===== src/rtl/trig_pkg.sv =====
package trig_pkg;

    // Default geometry of the matcher
    localparam int unsigned DEF_STAGES = 4;
    localparam int unsigned DEF_SMP_W  = 32;

    // Bit of a stage configuration word that carries the start-capture flag
    localparam int unsigned START_FLAG_BIT = 3;

    // Sequencer state: hunting through stages, or finished until re-armed
    typedef enum logic {
        SEQ_HUNT = 1'b0,
        SEQ_DONE = 1'b1
    } seq_state_e;

endpackage


===== src/rtl/trig_stage_eval.sv =====
module trig_stage_eval #(
    parameter int unsigned SMP_W    = 32,
    parameter int unsigned STAGE_ID = 0,
    parameter int unsigned LAST_ID  = 3
) (
    input  logic [SMP_W-1:0] smp_i,
    input  logic [SMP_W-1:0] mask_i,
    input  logic [SMP_W-1:0] value_i,
    input  logic             start_i,
    output logic             hit_o,
    output logic             term_o
);

    // A bit mismatches only where the mask cares about it
    logic [SMP_W-1:0] diff;
    assign diff  = (smp_i ^ value_i) & mask_i;
    assign hit_o = (diff == '0);

    // Terminal-stage rule depends on the position in the chain
    generate
        if (STAGE_ID == LAST_ID) begin : g_last
            assign term_o = 1'b1;
        end else if (STAGE_ID == 0) begin : g_first
            assign term_o = start_i | (mask_i == '0);
        end else begin : g_mid
            assign term_o = start_i;
        end
    endgenerate

endmodule


===== src/rtl/trig_seq_ctrl.sv =====
module trig_seq_ctrl
    import trig_pkg::*;
#(
    parameter int unsigned NUM_STAGES = 4,
    localparam int unsigned IDX_W = (NUM_STAGES > 1) ? $clog2(NUM_STAGES) : 1
) (
    input  logic             clk,
    input  logic             rst,
    input  logic             arm_i,
    input  logic             smp_valid_i,
    input  logic             hit_i,
    input  logic             term_i,
    output logic [IDX_W-1:0] stage_o,
    output logic             fire_o
);

    seq_state_e       state_q;
    logic [IDX_W-1:0] stage_q;
    logic             fire_q;
    logic             take;

    assign take = (state_q == SEQ_HUNT) && smp_valid_i && hit_i;

    always_ff @(posedge clk) begin
        if (rst || arm_i) begin
            state_q <= SEQ_HUNT;
            stage_q <= '0;
            fire_q  <= 1'b0;
        end else begin
            fire_q <= 1'b0;
            if (take) begin
                if (term_i) begin
                    state_q <= SEQ_DONE;
                    fire_q  <= 1'b1;
                end else begin
                    stage_q <= stage_q + IDX_W'(1);
                end
            end
        end
    end

    assign stage_o = stage_q;
    assign fire_o  = fire_q;

    // trigger is a single-cycle pulse
    p_pulse_single_r3: assert property (@(posedge clk) disable iff (rst)
        fire_q |=> !fire_q);

    // a pulse is only produced by a valid, matching, terminal sample
    p_pulse_cause_r3: assert property (@(posedge clk) disable iff (rst)
        fire_q |-> $past(smp_valid_i && hit_i && term_i && !arm_i));

    // arm returns to stage 0 with no pulse
    p_arm_restart_r7: assert property (@(posedge clk) disable iff (rst)
        arm_i |=> (stage_q == '0 && !fire_q));

    // without a valid sample nothing moves
    p_idle_hold_r8: assert property (@(posedge clk) disable iff (rst)
        (!arm_i && !smp_valid_i) |=> ($stable(stage_q) && !fire_q));

    // the stage index advances by at most one per sample
    p_step_one_r2: assert property (@(posedge clk) disable iff (rst)
        !arm_i |=> (stage_q == $past(stage_q) ||
                    stage_q == $past(stage_q) + IDX_W'(1)));

    // after firing, the sequencer stays quiet until re-armed
    p_done_quiet_r6: assert property (@(posedge clk) disable iff (rst)
        (state_q == SEQ_DONE && !arm_i) |=> (!fire_q && $stable(stage_q)));

endmodule


===== src/rtl/trig_seq_matcher.sv =====
module trig_seq_matcher
    import trig_pkg::*;
#(
    parameter int unsigned NUM_STAGES = DEF_STAGES,
    parameter int unsigned SMP_W      = DEF_SMP_W,
    localparam int unsigned IDX_W = (NUM_STAGES > 1) ? $clog2(NUM_STAGES) : 1,
    localparam int unsigned BUS_W = NUM_STAGES * SMP_W
) (
    input  logic                  clk,
    input  logic                  rst,
    input  logic                  arm_i,
    input  logic                  smp_valid_i,
    input  logic [SMP_W-1:0]      smp_data_i,
    input  logic [BUS_W-1:0]      stg_mask_i,
    input  logic [BUS_W-1:0]      stg_value_i,
    input  logic [NUM_STAGES-1:0] stg_start_i,
    output logic [IDX_W-1:0]      stage_o,
    output logic                  fire_o
);

    logic [NUM_STAGES-1:0] hit_vec;
    logic [NUM_STAGES-1:0] term_vec;
    logic                  hit_sel;
    logic                  term_sel;

    generate
        for (genvar gi = 0; gi < NUM_STAGES; gi++) begin : g_stage
            trig_stage_eval #(
                .SMP_W    (SMP_W),
                .STAGE_ID (gi),
                .LAST_ID  (NUM_STAGES - 1)
            ) u_eval (
                .smp_i   (smp_data_i),
                .mask_i  (stg_mask_i[gi*SMP_W +: SMP_W]),
                .value_i (stg_value_i[gi*SMP_W +: SMP_W]),
                .start_i (stg_start_i[gi]),
                .hit_o   (hit_vec[gi]),
                .term_o  (term_vec[gi])
            );
        end
    endgenerate

    // Only the armed stage is looked at
    always_comb begin
        hit_sel  = 1'b0;
        term_sel = 1'b0;
        for (int i = 0; i < NUM_STAGES; i++) begin
            if (stage_o == IDX_W'(i)) begin
                hit_sel  = hit_vec[i];
                term_sel = term_vec[i];
            end
        end
    end

    trig_seq_ctrl #(
        .NUM_STAGES (NUM_STAGES)
    ) u_ctrl (
        .clk         (clk),
        .rst         (rst),
        .arm_i       (arm_i),
        .smp_valid_i (smp_valid_i),
        .hit_i       (hit_sel),
        .term_i      (term_sel),
        .stage_o     (stage_o),
        .fire_o      (fire_o)
    );

    // a valid match on the highest stage always ends the sequence
    p_last_ends_r4: assert property (@(posedge clk) disable iff (rst)
        (stage_o == IDX_W'(NUM_STAGES - 1) && smp_valid_i && hit_vec[NUM_STAGES-1]
         && !arm_i && !fire_o) |=> (stage_o == IDX_W'(NUM_STAGES - 1)));

endmodule


===== config.mk =====
export PLATFORM = sky130hd
export DESIGN_NAME = trig_seq_matcher
export DESIGN_NICKNAME = d
export VERILOG_FILES = /design/src/rtl/trig_pkg.sv /design/src/rtl/trig_stage_eval.sv /design/src/rtl/trig_seq_ctrl.sv /design/src/rtl/trig_seq_matcher.sv
export SDC_FILE = /design/constraint.sdc
export NUM_CORES = 1
export LEC_CHECK = 0
export BUFFER_PORTS_ARGS = -buffer_cell sky130_fd_sc_hd__buf_2
export CORE_AREA = 2 2 116 118
export DETAILED_ROUTE_END_ITERATION = 10
export DIE_AREA = 0 0 118 120
export GPL_ROUTABILITY_DRIVEN = 0
export SYNTH_ARGS = -nofsm -noshare
export SYNTH_HDL_FRONTEND = slang
export SYNTH_HIERARCHICAL = 1
export SYNTH_SLANG_ARGS = --single-unit
export TNS_END_PERCENT = 30

===== constraint.sdc =====
create_clock -name clk -period 2.2 [get_ports clk]
set_input_delay 0.44 -clock clk [delete_from_list [all_inputs] [get_ports clk]]
set_output_delay 0.44 -clock clk [all_outputs]
set_load 0.01 [all_outputs]

==> summary.txt <==
status - finished with violations
violated checks - negative setup slack
Die W - 118 µm
synthesis-stage register bit count - 4
register area - 80.1 µm²
Worst R2R End - u_ctrl/stage_o[1]
vias - 3134
synthesized area per cell - 8.47 µm²
vias in the first global route - 3400
Clock transition at path regs - 0.03 ns
remaining antenna violation count - 0
fillers - 1453
Hold-fix buffers, CTS - 0
period utilization - 1.02
Fmax - 447 MHz
Seq/Total Area, Yosys - 0.0388
die area - 0.0142 mm²
initial core utilization - 0.159
Critical Path Fanout Max - 4
final worst slack - -0.0358 ns
share of cells above drive strength 1 - 0.618
first-pass GRT wire length - 17800 µm
worst path required time - 2.37 ns
Util after Layout - 0.316
drc violations - 0
I/O pin cnt - 299
Worst Reg-to-Reg Cells - 4
largest net degree at the start of global routing - 7
H-tree depth - 1
Clock Latency Late Sink - 0.22 ns
Leak - 2.10 nW
Mapped Nets - 540
unique cell type count in the Yosys netlist - 18
final setup fails - 1
TritonCTS Buffers - 3
Crit Path Category - primary input to register
Critical Path Start Type - primary input
Multi-input gate area - 0.00210 mm²
Worst Hold Class - register to register
RSZ-0062 raised after global routing - yes
top_reg_cell synth - dfxtp_1
1st-pass router iterations - 6
initial antenna violation count - 2
Yosys top cell area share - 0.543
Post-synth EDFFs - 0
hold_ws - 0.444 ns
setup_tns - -0.0358 ns
cell with the most instances after synthesis - xor2_1
YS warnings - 6
port bufs - 297
Synth area leaders - xor2_1 54%, a22oi_1 23%, nand4_1 5.5%, dfxtp_1 3.9%, nor4_1 2.7%
Syn Inst Count - 244
peak per-stage delay on the critical path - 0.51 ns
CTS root buf - clkbuf_16
drt via density - 4.28
R2R Setup Slk - 0.28 ns
GRT Residual Overflow - 0
postcts setup bufs - 0
row count - 42
hold path cells - 1
Worst Skew - 0.00110 ns
Total GRT Usage - 0.164
Critical Path End Type - register
Pwr Density - 267 mW/mm²
ys async rst share - 0
post-DP HPWL - 11200 µm
critical path data arrival time - 2.40 ns
WHS Endpoint - u_ctrl/fire_o
slowest CP cell - mux4_2
Total Routed Length - 12200 µm
max cap viols - 0
r2r startpoint - u_ctrl/stage_o[0]
area of the core - 0.0130 mm²
crit-path cells - buf_2 > xor2_1 > a22oi_2 > nand4_1 > nor4_2 > mux4_2 > and4bb_4 > a2111oi_4 > a31o_1
Hold Vio Cnt, Final - 0
Tmin final - 2.24 ns
clock buffer depth - 2
CTS tree - done
overall die height - 120 µm
DRT iter0 DRCs - 70
max-slew violation count - 0
Synth area leader - xor2_1
Commonest cells post-synth - 128 x xor2_1, 64 x a22oi_1, 18 x nand4_1, 9 x nor4_1
WL/cell - 16.6 µm
hold_sp - u_ctrl/state_q
Nets - 853
Mapped Area - 0.00207 mm²
# clock sinks - 4
synthesis-to-finish area growth - 98.5%
Peak VDD IR - 139 µV
-- power breakdown --
part	internal [W]	leakage, nW	switching, W
Combinational	0.000387	2.03	0.000351
Sequential	0.0000731	0.0322	0.00000000231
Clock	0.000232	0.0370	0.0000508
Total	0.000692	2.10	0.000402
-- per-layer routing --
layer  part of all wire  track usage  up-vias
met2               0.53        0.319      187
met4              0.017       0.0346        0
met1               0.39        0.189     1373
met3              0.065       0.0238       15
li1                   -            -     1559
met5                  0            0        -
-- worst max-delay path: cells and delay by family --
kind | cells | cell delay (ns)
mux | 1 | 0.51
simple gates | 3 | 0.50
buf+inv | 1 | 0.15
compound gates | 3 | 0.57
xor+xnor | 1 | 0.24
-- state kept, by name, indices dropped and copies added, names as in the netlist --
register / flops
u_ctrl/state_q: 1
u_ctrl/stage_o: 2
u_ctrl/fire_o: 1
-- how the worst max path moves through the flow --
stage	from	to	slack (ns)	depth (start not counted)
after floorplan	smp_data_i[10]	u_ctrl/stage_o[1]	0.12	8
after global placement	smp_data_i[0]	u_ctrl/stage_o[1]	-0.33	9
after detailed placement	smp_data_i[31]	u_ctrl/stage_o[1]	-0.35	9
after CTS	stg_value_i[47]	u_ctrl/stage_o[1]	-0.004	9
after global routing	smp_data_i[27]	u_ctrl/stage_o[1]	-0.09	9
final	smp_data_i[27]	u_ctrl/stage_o[1]	-0.04	9
-- per-stage QoR --
step	total power (W)	instances	setup WS [ns]	area, µm²
global route	0.00118	733	-0.0900	4100
CTS	0.00109	731	-0.00392	4040
floorplan	0.000336	244	0.120	2070
global placement	0.000772	728	-0.330	3850
detailed placement	0.000778	728	-0.346	3850
finish	0.00109	733	-0.0358	4100
-- repair_timing --
action	in CTS	in global routing
pin swaps	19	11
endpoints found under the setup margin	1	3
hold endpoints to repair	0	0
resized for setup	24	9
-- layout by cell type, fill, tap and decap left out --
| cell type | synthesis | layout |
|---|---|---|
| dfxtp_1 | 4 | 4 |
| mux4_2 | 0 | 1 |
| nor4_1 | 9 | 7 |
| mux4_1 | 2 | 1 |
| xor2_1 | 128 | 120 |
| a31oi_1 | 1 | 1 |
| and4bb_4 | 1 | 1 |
| nor3_1 | 3 | 3 |
| diode_2 | 0 | 2 |
| buf_2 | 0 | 289 |
| nand4_1 | 18 | 18 |
| a22oi_1 | 64 | 52 |
| a31o_1 | 1 | 1 |
| buf_4 | 3 | 21 |
| clkbuf_16 | 0 | 3 |
| xnor2_1 | 1 | 1 |
| o21bai_1 | 1 | 1 |
| nor4_2 | 4 | 6 |
| buf_6 | 0 | 1 |
| conb_1 | 1 | 1 |
| a22oi_2 | 0 | 12 |
| nand3_1 | 1 | 1 |
| xor2_2 | 0 | 8 |
| a2111oi_4 | 0 | 1 |
| inv_1 | 1 | 1 |
-- cell families after synthesis --
group,after synthesis,share of synthesized area
compound gates,68,0.251
xor+xnor,129,0.547
buf+inv,4,0.0127
flops,4,0.0388
mux,2,0.0254
other cells,1,0.00182
simple gates,36,0.124
-- layout make-up --
| cell class | instances | area share |
|---|---|---|
| Multi-Input combinational cell | 236 | 0.512 |
| Timing Repair Buffer | 311 | 0.394 |
| Sequential cell | 4 | 0.0195 |
| Clock buffer | 3 | 0.0183 |
| Antenna cell | 2 | 0.00122 |
| Tap cell | 176 | 0.0537 |
| Inverter | 1 | 0.000915 |
Power figures use the tool's default switching activity.
